--- src/rtl/tmr16_pkg.sv ---
package tmr16_pkg;

    localparam int BYTE_W  = 8;
    localparam int CNT_W   = 2 * BYTE_W;
    localparam int ADDR_W  = 3;
    localparam int PRESC_W = 10;

    localparam int FLG_OVF = 0;
    localparam int FLG_CAP = 1;

    typedef enum logic [ADDR_W-1:0] {
        A_CTRL   = 3'd0,
        A_FLAGS  = 3'd1,
        A_CNT_LO = 3'd2,
        A_CNT_HI = 3'd3,
        A_CAP_LO = 3'd4,
        A_CAP_HI = 3'd5
    } reg_addr_e;

    typedef enum logic [2:0] {
        CS_OFF      = 3'd0,
        CS_DIV1     = 3'd1,
        CS_DIV8     = 3'd2,
        CS_DIV64    = 3'd3,
        CS_DIV256   = 3'd4,
        CS_DIV1024  = 3'd5,
        CS_EXT_FALL = 3'd6,
        CS_EXT_RISE = 3'd7
    } clk_sel_e;

    typedef struct packed {
        logic     cap_rise;
        logic     cap_src_cmp;
        logic     updown;
        clk_sel_e cs;
    } ctrl_t;

    localparam int CTRL_W = $bits(ctrl_t);

    // Log2 of the prescale ratio for each prescaled code.
    function automatic int presc_shift(clk_sel_e cs);
        case (cs)
            CS_DIV8:    return 3;
            CS_DIV64:   return 6;
            CS_DIV256:  return 8;
            CS_DIV1024: return 10;
            default:    return 0;
        endcase
    endfunction

    // Low bits of the prescaler that must all be 1 for a tick.
    function automatic logic [PRESC_W-1:0] presc_mask(clk_sel_e cs);
        logic [PRESC_W-1:0] one;
        one = PRESC_W'(1);
        return (one << presc_shift(cs)) - one;
    endfunction

endpackage

--- src/rtl/tmr16_edge.sv ---
module tmr16_edge #(
    parameter int STAGES = 2
) (
    input  logic clk,
    input  logic rst,
    input  logic d_i,
    output logic rise_o,
    output logic fall_o
);

    // sh_q[0..STAGES-1] synchronise, sh_q[STAGES] holds the previous value.
    logic [STAGES:0] sh_q;

    always_ff @(posedge clk) begin
        if (rst) begin
            sh_q <= '0;
        end else begin
            sh_q <= {sh_q[STAGES-1:0], d_i};
        end
    end

    assign rise_o =  sh_q[STAGES-1] & ~sh_q[STAGES];
    assign fall_o = ~sh_q[STAGES-1] &  sh_q[STAGES];

endmodule

--- src/rtl/tmr16_tick.sv ---
module tmr16_tick
    import tmr16_pkg::*;
#(
    parameter int SYNC_STAGES = 2
) (
    input  logic     clk,
    input  logic     rst,
    input  clk_sel_e cs_i,
    input  logic     ext_i,
    output logic     tick_o
);

    logic [PRESC_W-1:0] presc_q;
    logic [PRESC_W-1:0] mask;
    logic               ext_rise;
    logic               ext_fall;

    always_ff @(posedge clk) begin
        if (rst) begin
            presc_q <= '0;
        end else begin
            presc_q <= presc_q + 1'b1;
        end
    end

    tmr16_edge #(.STAGES(SYNC_STAGES)) u_ext_edge (
        .clk    (clk),
        .rst    (rst),
        .d_i    (ext_i),
        .rise_o (ext_rise),
        .fall_o (ext_fall)
    );

    always_comb begin
        mask = presc_mask(cs_i);
        case (cs_i)
            CS_OFF:      tick_o = 1'b0;
            CS_EXT_FALL: tick_o = ext_fall;
            CS_EXT_RISE: tick_o = ext_rise;
            default:     tick_o = ((presc_q & mask) == mask);
        endcase
    end

endmodule

--- src/rtl/tmr16_core.sv ---
module tmr16_core
    import tmr16_pkg::*;
#(
    parameter int W = CNT_W
) (
    input  logic         clk,
    input  logic         rst,
    input  logic         tick_i,
    input  logic         updown_i,
    input  logic         load_i,
    input  logic [W-1:0] load_val_i,
    output logic [W-1:0] cnt_o,
    output logic         ovf_evt_o,
    output logic         at_top_o,
    output logic         at_bottom_o
);

    localparam logic [W-1:0] MAXV = '1;

    logic [W-1:0] cnt_q;
    logic         down_q;
    logic         step_down;
    logic [W-1:0] cnt_nxt;

    assign at_top_o    = (cnt_q == MAXV);
    assign at_bottom_o = (cnt_q == '0);

    // Direction for this tick: forced at the ends, otherwise remembered.
    always_comb begin
        if (!updown_i) begin
            step_down = 1'b0;
        end else if (at_top_o) begin
            step_down = 1'b1;
        end else if (at_bottom_o) begin
            step_down = 1'b0;
        end else begin
            step_down = down_q;
        end
        cnt_nxt = step_down ? (cnt_q - 1'b1) : (cnt_q + 1'b1);
    end

    always_ff @(posedge clk) begin
        if (rst) begin
            cnt_q  <= '0;
            down_q <= 1'b0;
        end else if (load_i) begin
            cnt_q  <= load_val_i;
        end else if (tick_i) begin
            cnt_q  <= cnt_nxt;
            down_q <= step_down;
        end
    end

    // A load swallows the tick, so no flag event either.
    assign ovf_evt_o = tick_i && !load_i &&
                       (updown_i ? (cnt_nxt == '0) : at_top_o);

    assign cnt_o = cnt_q;

endmodule

--- src/rtl/tmr16_capture.sv ---
module tmr16_capture
    import tmr16_pkg::*;
#(
    parameter int SYNC_STAGES = 2
) (
    input  logic             clk,
    input  logic             rst,
    input  logic             pin_i,
    input  logic             cmp_i,
    input  logic             src_cmp_i,
    input  logic             rise_sel_i,
    input  logic [CNT_W-1:0] cnt_i,
    output logic [CNT_W-1:0] cap_o,
    output logic             evt_o
);

    logic             src;
    logic             s_rise;
    logic             s_fall;
    logic [CNT_W-1:0] cap_q;

    assign src = src_cmp_i ? cmp_i : pin_i;

    tmr16_edge #(.STAGES(SYNC_STAGES)) u_cap_edge (
        .clk    (clk),
        .rst    (rst),
        .d_i    (src),
        .rise_o (s_rise),
        .fall_o (s_fall)
    );

    assign evt_o = rise_sel_i ? s_rise : s_fall;

    always_ff @(posedge clk) begin
        if (rst) begin
            cap_q <= '0;
        end else if (evt_o) begin
            cap_q <= cnt_i;
        end
    end

    assign cap_o = cap_q;

endmodule

--- src/rtl/tmr16_bytebus.sv ---
module tmr16_bytebus
    import tmr16_pkg::*;
#(
    parameter int SYNC_STAGES = 2
) (
    input  logic              clk,
    input  logic              rst,
    input  logic [ADDR_W-1:0] addr_i,
    input  logic [BYTE_W-1:0] wdata_i,
    input  logic              wr_i,
    input  logic              rd_i,
    output logic [BYTE_W-1:0] rdata_o,
    input  logic              ext_clk_i,
    input  logic              cap_pin_i,
    input  logic              cap_cmp_i,
    output logic              top_o,
    output logic              bottom_o,
    output logic              ovf_flag_o,
    output logic              cap_flag_o
);

    ctrl_t             ctrl_q;
    logic [BYTE_W-1:0] temp_q;
    logic              ovf_q;
    logic              capf_q;

    logic              tick_w;
    logic [CNT_W-1:0]  cnt_w;
    logic [CNT_W-1:0]  cap_w;
    logic              ovf_evt;
    logic              cap_evt;

    reg_addr_e         a;
    logic              wr_ctrl, wr_flags, wr_cnt_lo, wr_cnt_hi;
    logic              rd_cnt_lo, rd_cap_lo;

    assign a         = reg_addr_e'(addr_i);
    assign wr_ctrl   = wr_i && (a == A_CTRL);
    assign wr_flags  = wr_i && (a == A_FLAGS);
    assign wr_cnt_lo = wr_i && (a == A_CNT_LO);
    assign wr_cnt_hi = wr_i && (a == A_CNT_HI);
    assign rd_cnt_lo = rd_i && (a == A_CNT_LO);
    assign rd_cap_lo = rd_i && (a == A_CAP_LO);

    tmr16_tick #(.SYNC_STAGES(SYNC_STAGES)) u_tick (
        .clk    (clk),
        .rst    (rst),
        .cs_i   (ctrl_q.cs),
        .ext_i  (ext_clk_i),
        .tick_o (tick_w)
    );

    tmr16_core #(.W(CNT_W)) u_core (
        .clk         (clk),
        .rst         (rst),
        .tick_i      (tick_w),
        .updown_i    (ctrl_q.updown),
        .load_i      (wr_cnt_lo),
        .load_val_i  ({temp_q, wdata_i}),
        .cnt_o       (cnt_w),
        .ovf_evt_o   (ovf_evt),
        .at_top_o    (top_o),
        .at_bottom_o (bottom_o)
    );

    tmr16_capture #(.SYNC_STAGES(SYNC_STAGES)) u_cap (
        .clk        (clk),
        .rst        (rst),
        .pin_i      (cap_pin_i),
        .cmp_i      (cap_cmp_i),
        .src_cmp_i  (ctrl_q.cap_src_cmp),
        .rise_sel_i (ctrl_q.cap_rise),
        .cnt_i      (cnt_w),
        .cap_o      (cap_w),
        .evt_o      (cap_evt)
    );

    // Control register
    always_ff @(posedge clk) begin
        if (rst) begin
            ctrl_q <= '0;
        end else if (wr_ctrl) begin
            ctrl_q <= ctrl_t'(wdata_i[CTRL_W-1:0]);
        end
    end

    // Shared high-byte holding register: write staging beats read latching.
    always_ff @(posedge clk) begin
        if (rst) begin
            temp_q <= '0;
        end else if (wr_cnt_hi) begin
            temp_q <= wdata_i;
        end else if (!wr_i && rd_cnt_lo) begin
            temp_q <= cnt_w[CNT_W-1:BYTE_W];
        end else if (!wr_i && rd_cap_lo) begin
            temp_q <= cap_w[CNT_W-1:BYTE_W];
        end
    end

    // Flags: a new event wins over a clear in the same cycle.
    always_ff @(posedge clk) begin
        if (rst) begin
            ovf_q  <= 1'b0;
            capf_q <= 1'b0;
        end else begin
            ovf_q  <= ovf_evt | (ovf_q  & ~(wr_flags & wdata_i[FLG_OVF]));
            capf_q <= cap_evt | (capf_q & ~(wr_flags & wdata_i[FLG_CAP]));
        end
    end

    assign ovf_flag_o = ovf_q;
    assign cap_flag_o = capf_q;

    always_comb begin
        rdata_o = '0;
        case (a)
            A_CTRL:   rdata_o[CTRL_W-1:0] = ctrl_q;
            A_FLAGS: begin
                rdata_o[FLG_OVF] = ovf_q;
                rdata_o[FLG_CAP] = capf_q;
            end
            A_CNT_LO: rdata_o = cnt_w[BYTE_W-1:0];
            A_CNT_HI: rdata_o = temp_q;
            A_CAP_LO: rdata_o = cap_w[BYTE_W-1:0];
            A_CAP_HI: rdata_o = temp_q;
            default:  rdata_o = '0;
        endcase
    end

endmodule

--- config.mk ---
export PLATFORM = sky130hd
export DESIGN_NAME = tmr16_bytebus
export DESIGN_NICKNAME = d
export VERILOG_FILES = /design/src/rtl/tmr16_pkg.sv /design/src/rtl/tmr16_edge.sv /design/src/rtl/tmr16_tick.sv /design/src/rtl/tmr16_core.sv /design/src/rtl/tmr16_capture.sv /design/src/rtl/tmr16_bytebus.sv
export SDC_FILE = /design/constraint.sdc
export NUM_CORES = 1
export LEC_CHECK = 0
export BUFFER_PORTS_ARGS = -buffer_cell sky130_fd_sc_hd__buf_2
export CAP_MARGIN = 10
export CORE_ASPECT_RATIO = 0.7
export CORE_MARGIN = 1.5
export CORE_UTILIZATION = 60
export DETAILED_ROUTE_END_ITERATION = 7
export PLACE_DENSITY = 0.85
export SLEW_MARGIN = 20
export SYNTH_ARGS = -nofsm -noshare
export SYNTH_HDL_FRONTEND = slang
export SYNTH_SLANG_ARGS = --single-unit
--- constraint.sdc ---
create_clock -name clk -period 7.2 [get_ports clk]
set_clock_uncertainty 0.1 [all_clocks]
set_input_delay 0 -clock clk [delete_from_list [all_inputs] [get_ports clk]]
set_output_delay 0 -clock clk [all_outputs]
set_load 0.02 [all_outputs]
Word-level counts from Yosys, hierarchy flattened

Index checks and enable logic that the tools add are counted.

$add $sub $neg: 4
Equality and inequality tests: 13
Shifts and indexed selects: 1
Muxes and demuxes: 17
Bitwise gates (word level): 18
Reductions and logical operators: 20

Operators with widths:

| kind                                                                 | count |
|---|---|
| 16-bit two-way mux                                                   | 3 |
| 16-bit zero test                                                     | 2 |
| 4-bit one-hot mux with 4 select lines                                | 2 |
| 8-bit two-way mux                                                    | 3 |
| 3-bit == test, second input constant                                 | 6 |
| 16-bit by 1-bit adder with 16-bit output, second input constant      | 1 |
| 16-bit == test, second input constant                                | 1 |
| 16-bit by 1-bit subtractor with 16-bit output, second input constant | 1 |
| 3-bit by 2-bit == test with 1-bit output, second input constant      | 4 |
| 10-bit by 1-bit adder with 10-bit output, second input constant      | 1 |
| 10-bit AND                                                           | 1 |
| 10-bit == test                                                       | 1 |
| 1-bit logical AND                                                    | 10 |
| 2-bit one-hot mux with 5 select lines                                | 1 |
| 1-bit by 4-bit << shifter with 10-bit output, first input constant   | 1 |
| 10-bit by 1-bit subtractor with 10-bit output, second input constant | 1 |
| 1-bit AND                                                            | 8 |
| 1-bit inverter                                                       | 7 |
| 3-bit zero test                                                      | 2 |
| 1-bit two-way mux                                                    | 6 |
| 2-bit one-hot mux with 3 select lines                                | 1 |
| 3-bit by 1-bit == test with 1-bit output, second input constant      | 1 |
| 1-bit one-hot mux with 3 select lines                                | 1 |
| 3-bit nonzero test                                                   | 1 |
| other kinds (5)                                                      | 7 |

Flip-flop bits (word level): 65
Bits of input ports: 18
Output and inout bits: 12

Logic depth before layout (Yosys ltp)

Depth after elaboration: 10
Mapped depth: 15
Gate-level depth less buffers: 14

Modules after synthesis

From an unflattened synthesis, not the netlist that was laid out.

Cell total of the unflattened synthesis: 496
Area total of the unflattened synthesis: 4211.5 µm²

Modules (own cells, without submodules):

| module        | times used | cells each | area an instance (µm²) | seq. area each (µm²) |
|---|---|---|---|---|
| tmr16_core    | 1          | 214        | 1651.6                 | 340.3 |
| tmr16_bytebus | 1          | 129        | 1073.5                 | 320.3 |
| tmr16_capture | 1          | 71         | 749.5                  | 320.3 |
| tmr16_tick    | 1          | 66         | 554.3                  | 200.2 |
| tmr16_edge    | 2          | 8          | 91.3                   | 60.1 |

Worst setup path after synthesis

No wires, ideal clock.

Path kind: reg-to-reg
Start: register u_core.cnt_q[15], in the netlist u_core.cnt_o[15]
End: register ovf_q, in the netlist ovf_flag_o
Setup time: 87 ps
Arrival: 4312 ps
Required time: 7013 ps
Setup slack: 2701 ps
Stages on the path, launching flop included: 15
Period minus slack after synthesis: 4499 ps
Path through: dfxtp_1 nand4_1 nor4_1 o21bai_1 nand2_1 inv_1 ha_1 nor2b_1 o21a_1 or3_1 a211o_1 nor4_1 or4b_1 or4_1 o31ai_1

RTL lines:

| item                     | line                 | source |
|---|---|---|
| start: declaration       | tmr16_core.sv:20     | `logic [W-1:0] cnt_q;` |
| start signal: assignment | tmr16_core.sv:47     | `cnt_q <= load_val_i;` |
| start signal: assignment | tmr16_core.sv:49     | `cnt_q <= cnt_nxt;` |
| 16-bit == test           | tmr16_core.sv:25     | `assign at_top_o = (cnt_q == MAXV);` |
| via top_o                | tmr16_bytebus.sv:16  | `output logic top_o,` |
| 1-bit two-way mux        | tmr16_core.sv:32     | `end else if (at_top_o) begin` |
| 1-bit two-way mux        | tmr16_core.sv:30     | `if (!updown_i) begin` |
| via u_core.step_down     | tmr16_core.sv:22     | `logic step_down;` |
| 16-bit two-way mux       | tmr16_core.sv:39     | `cnt_nxt = step_down ? (cnt_q - 1'b1) : (cnt_q + 1'b1);` |
| 16-bit zero test         | tmr16_core.sv:56     | `(updown_i ? (cnt_nxt == '0) : at_top_o);` |
| 1-bit two-way mux        | tmr16_core.sv:56     |  |
| 1-bit logical AND        | tmr16_core.sv:55     | `assign ovf_evt_o = tick_i && !load_i &&` |
| 1-bit OR                 | tmr16_bytebus.sv:106 | `ovf_q <= ovf_evt \| (ovf_q & ~(wr_flags & wdata_i[FLG_OVF]));` |
| end signal: assignment   | tmr16_bytebus.sv:106 |  |
| end: declaration         | tmr16_bytebus.sv:24  | `logic ovf_q;` |

The timed path passes the listed nets, and every way through them passes these cells.
A chain may end at the register's enable or synchronous reset.

Worst setup path in the final report

Start: register u_core.cnt_q[15], in the netlist u_core.cnt_o[15]
End: register ovf_q, in the netlist ovf_flag_o

Longest elaborated chain between the ends: 9

Ends and longest elaborated chain:

| item                 | line                 | source |
|---|---|---|
| 16-bit zero test     | tmr16_core.sv:26     | `assign at_bottom_o = (cnt_q == '0);` |
| 1-bit two-way mux    | tmr16_core.sv:34     | `end else if (at_bottom_o) begin` |
| 1-bit two-way mux *  | tmr16_core.sv:32     |  |
| 1-bit two-way mux *  | tmr16_core.sv:30     |  |
| via u_core.step_down | tmr16_core.sv:22     |  |
| 16-bit two-way mux * | tmr16_core.sv:39     |  |
| 16-bit zero test *   | tmr16_core.sv:56     |  |
| 1-bit two-way mux *  | tmr16_core.sv:56     |  |
| 1-bit logical AND *  | tmr16_core.sv:55     |  |
| 1-bit OR *           | tmr16_bytebus.sv:106 |  |

The timed path passes the listed nets; every way through them passes the cells marked *.

==> flow_summary.toml <==
[critical_path]
slowest_stage = "sky130_fd_sc_hd__or4b_1"
sort_of_element_at_the_start_of_the_critical_path = "register"
cp_endpoint = "ovf_flag_o"
reg2reg_depth = 14
crit_path_end_kind = "register"
cp_cell_sequence = "nand4_1 > nor4_1 > o21bai_1 > nand2_1 > inv_1 > ha_1 > a21o_1 > a31oi_1 > a21oi_1 > o21ai_0 > o311ai_0 > or4b_1 > or4_1 > o31ai_1"
setup.worst_path.start = "u_core.cnt_o[15]"
delay_of_the_slowest_critical_path_stage_ps = 610
setup.reg_to_reg.worst_slack_ps = 2520
kind_of_critical_path = "register to register"
beginning_of_the_worst_register_to_register_path = "u_core.cnt_o[15]"
worst-path-stages = 14
timing.critical_path.arrival_ps = 4850
critPathRequiredTime_ps = 7370
crit-reg2reg-capture = "ovf_flag_o"
total_buffers_and_inverters_traversed_by_the_critical_path = 1
maximum_net_fanout_on_the_critical_path = 16
worst_path_dominant_cell_family = "simple AND/OR/NAND/NOR gates"

[run]
maxCapViolations = 0

[grt]
grt_first_pass_wirelength_um = 18900
grt_use_total_pct = 33.4
first_global_vias = 3715
initial_antenna_violation_count = 0
grt.overflow.total = 0
largest_net_degree_at_the_start_of_global_routing = 65

[cts]
clock_path_buffers = 2
cts_setup_buffers = 0
cts_num_sinks = 65
post_cts_resize_count = 0
htree_levels = 3
cts.root.buffer_cell = "sky130_fd_sc_hd__clkbuf_8"
cts_tree = "done"
clk_latency_ps = 350
cts_inserted_buffers = 9
clock_transition_time_at_the_flip_flop_clock_pins_of_the_worst_setup_and_hold_paths_ps = 80

[pwr]
p_sw_share_pct = 25.9
net_switching_power_figure_mw = 0.223
internal-power_mw = 0.638
power_per_cell_area_nw_per_um2 = 186
ir_worst_vdd_uv = 169
leakagePower_nw = 2.02
pwr-share-comb_pct = 11.4
clock_power_share_pct = 43.9
power_frac_seq_pct = 44.7

[place]
numPlacedInstances = 593
dpl.hpwl_um = 8220
place_congestion = 0.944
io_buffers = 29

[logic_synthesis]
post_synth_most_frequent_cells = "sky130_fd_sc_hd__nor2_1, sky130_fd_sc_hd__dfxtp_1, sky130_fd_sc_hd__mux2i_1"
synth_area_um2 = 4100
synthesis.instances = 496
yosys-top-cells-area = "sky130_fd_sc_hd__dfxtp_1, sky130_fd_sc_hd__mux2i_1, sky130_fd_sc_hd__nor2_1"
synth-edff-count = 0
ffs_w_async_s_r_synth_pct = 0
synth_largest_type_area_fraction_pct = 31.7
synthesis.nets = 535
yosysWarnings = 0
most_common_cell_in_the_netlist = "sky130_fd_sc_hd__nor2_1"
ys_dominant_reg_cell = "sky130_fd_sc_hd__dfxtp_1"
ys_types = 63
avgSynthCellArea_um2 = 8.26
top_cell_type_by_total_area_after_synthesis = "sky130_fd_sc_hd__dfxtp_1"
postSynthRegisterBits = 65
synth-seq-area-share_pct = 31.7

[sta]
final_max_slew_viol_count = 0
setup_viol = 0
rsz0062_at_grt = "no"
finalWorstPathRequiredPeriod_ps = 4680
timing.max_slew.rel_slack_pct = 40.9
setup_total_negative_slack_ps = 0
worstMarginPinSlew_ps = 875
fmaxAchievable_mhz = 214
finalCritPeriodShare_pct = 65.0
whs_ps = 75.1
final_hold_violation_count = 0

[floorplanning]
pin_count = 30
core.rowCount = 24
die_y_um = 72.2
die_area_um2 = 7340
design.core.area_um2 = 6430
die_x_um = 102
floorplan.initialDensity_pct = 63.8

[detailed_routing]
detail_route.wl_per_cell_um = 18.8
viasPerCell = 6.45
drt_first_pass_iters = 6
drc_violation_count_after_routing = 0
antenna_violating_nets_left = 0
drtIter0Drc = 546
postRouteWirelength_um = 11700
num_vias = 4006

[run_status]
outcome = "complete, no violations"

[final_layout]
layout-drive-gt1-share_pct = 11.5
design.final.nets = 564
final.fill_count = 496
antenna-diode-count = 0
area_delta_synth_final_pct = 13.1
finish.utilization_pct = 72.2
final_cell_count_without_fillers = 621

[worst_hold_path]
hold_class = "input pin to register"
how the worst min path moves through the flow:
stage               from                   endpoint  cells past startpoint
5_1_grt        addr_i[0]                 cap_flag_o                      4
2_1_floorplan  ext_clk_i  u_tick.u_ext_edge.sh_q[0]                      1
3_5_place_dp   ext_clk_i  u_tick.u_ext_edge.sh_q[0]                      2
6_report       addr_i[0]                 cap_flag_o                      4
3_3_place_gp   ext_clk_i  u_tick.u_ext_edge.sh_q[0]                      2
4_1_cts        addr_i[0]                 cap_flag_o                      4
placed cells by master (no fill, tap or decap), types with 4 or more instances in the layout:
master	n
sky130_fd_sc_hd__a211oi_1	15
sky130_fd_sc_hd__o31ai_1	5
sky130_fd_sc_hd__xnor2_1	11
sky130_fd_sc_hd__nor3_1	4
sky130_fd_sc_hd__xor2_1	8
sky130_fd_sc_hd__or3_1	5
sky130_fd_sc_hd__a2111oi_0	5
sky130_fd_sc_hd__ha_1	20
sky130_fd_sc_hd__nor2_1	72
sky130_fd_sc_hd__a21oi_1	33
sky130_fd_sc_hd__nand3_1	12
sky130_fd_sc_hd__nand2_1	42
sky130_fd_sc_hd__a21o_1	8
sky130_fd_sc_hd__nand4_1	8
sky130_fd_sc_hd__dfxtp_1	65
sky130_fd_sc_hd__nor2b_1	11
sky130_fd_sc_hd__nor4_1	7
sky130_fd_sc_hd__and3_1	4
sky130_fd_sc_hd__buf_2	29
sky130_fd_sc_hd__inv_1	11
sky130_fd_sc_hd__mux2i_1	47
sky130_fd_sc_hd__dlygate4sd3_1	12
sky130_fd_sc_hd__and2_1	4
sky130_fd_sc_hd__a22oi_1	4
sky130_fd_sc_hd__o21ai_0	18
sky130_fd_sc_hd__clkbuf_8	9
cells by family (layout without fill, tap and decap cells):
| kind of cell | after synthesis | count (layout) | share of synthesized area, % |
|---|---|---|---|
| simple gates | 187 | 187 | 21.8 |
| compound gates | 117 | 117 | 20.2 |
| flops | 65 | 65 | 31.7 |
| mux | 47 | 47 | 11.5 |
| buf+inv | 40 | 74 | 4.09 |
| fa+ha+maj | 21 | 21 | 6.59 |
| xor+xnor | 19 | 19 | 4.06 |
through the flow:
step	instance area [um^2]	worst slack (ps)	total power, mW
4_1_cts	4630	2680	0.858
3_5_place_dp	4270	2710	0.481
6_report	4640	2520	0.861
2_1_floorplan	4100	2700	0.451
3_3_place_gp	4270	2820	0.478
5_1_grt	4640	2190	0.884
cell type report:
class / instances / area [um^2] / share of cell area (%)
clock buffer: 9 / 124 / 2.67
sequential: 65 / 1300 / 28.1
clock inverter: 7 / 119 / 2.56
inverter: 14 / 52.6 / 1.13
multi-input combinational: 391 / 2640 / 56.9
timing repair buffer: 44 / 288 / 6.21
tap: 91 / 114 / 2.46
sequential cells by signal, summed over array words and instances, names as in the netlist:
signal                  flops
temp_q                      8
ctrl_q                      6
u_cap.cap_o                16
ovf_flag_o                  1
u_core.down_q               1
cap_flag_o                  1
u_core.cnt_o               16
u_tick.presc_q             10
u_tick.u_ext_edge.sh_q      3
u_cap.u_cap_edge.sh_q       3
layer usage:
| metal | vias to the layer above | routed length [um] | track usage (%) |
|---|---|---|---|
| met5 | - | 0 | 0 |
| met1 | 1870 | 5120 | 47.8 |
| met2 | 247 | 5000 | 49.1 |
| met4 | 0 | 227 | 10.0 |
| met3 | 29 | 1320 | 9.15 |
| li1 | 1860 | - | - |
power by group through the flow:
stage | registers (mW) | logic (mW) | clock network, mW
3_3_place_gp | 0.391 | 0.0868 | 0
5_1_grt | 0.386 | 0.105 | 0.394
4_1_cts | 0.384 | 0.0947 | 0.380
2_1_floorplan | 0.387 | 0.0647 | 0
3_5_place_dp | 0.392 | 0.0892 | 0
6_report | 0.385 | 0.0980 | 0.378
what timing repair did:
item / 4_1_cts / 5_1_grt
hold buffers: 12 / 0
hold endpoints to repair: 25 / 0
setup endpoints to repair: 0 / 0
worst reg2reg max path: stages (launching register included):
cell,delay (ps)
sky130_fd_sc_hd__dfxtp_1,470
sky130_fd_sc_hd__nand4_1,190
sky130_fd_sc_hd__nor4_1,410
sky130_fd_sc_hd__o21bai_1,170
sky130_fd_sc_hd__nand2_1,100
sky130_fd_sc_hd__inv_1,450
sky130_fd_sc_hd__ha_1,410
sky130_fd_sc_hd__a21o_1,230
sky130_fd_sc_hd__a31oi_1,230
sky130_fd_sc_hd__a21oi_1,130
sky130_fd_sc_hd__o21ai_0,190
sky130_fd_sc_hd__o311ai_0,290
sky130_fd_sc_hd__or4b_1,610
sky130_fd_sc_hd__or4_1,420
sky130_fd_sc_hd__o31ai_1,190
Note: power is estimated with default switching activity, not from simulation.
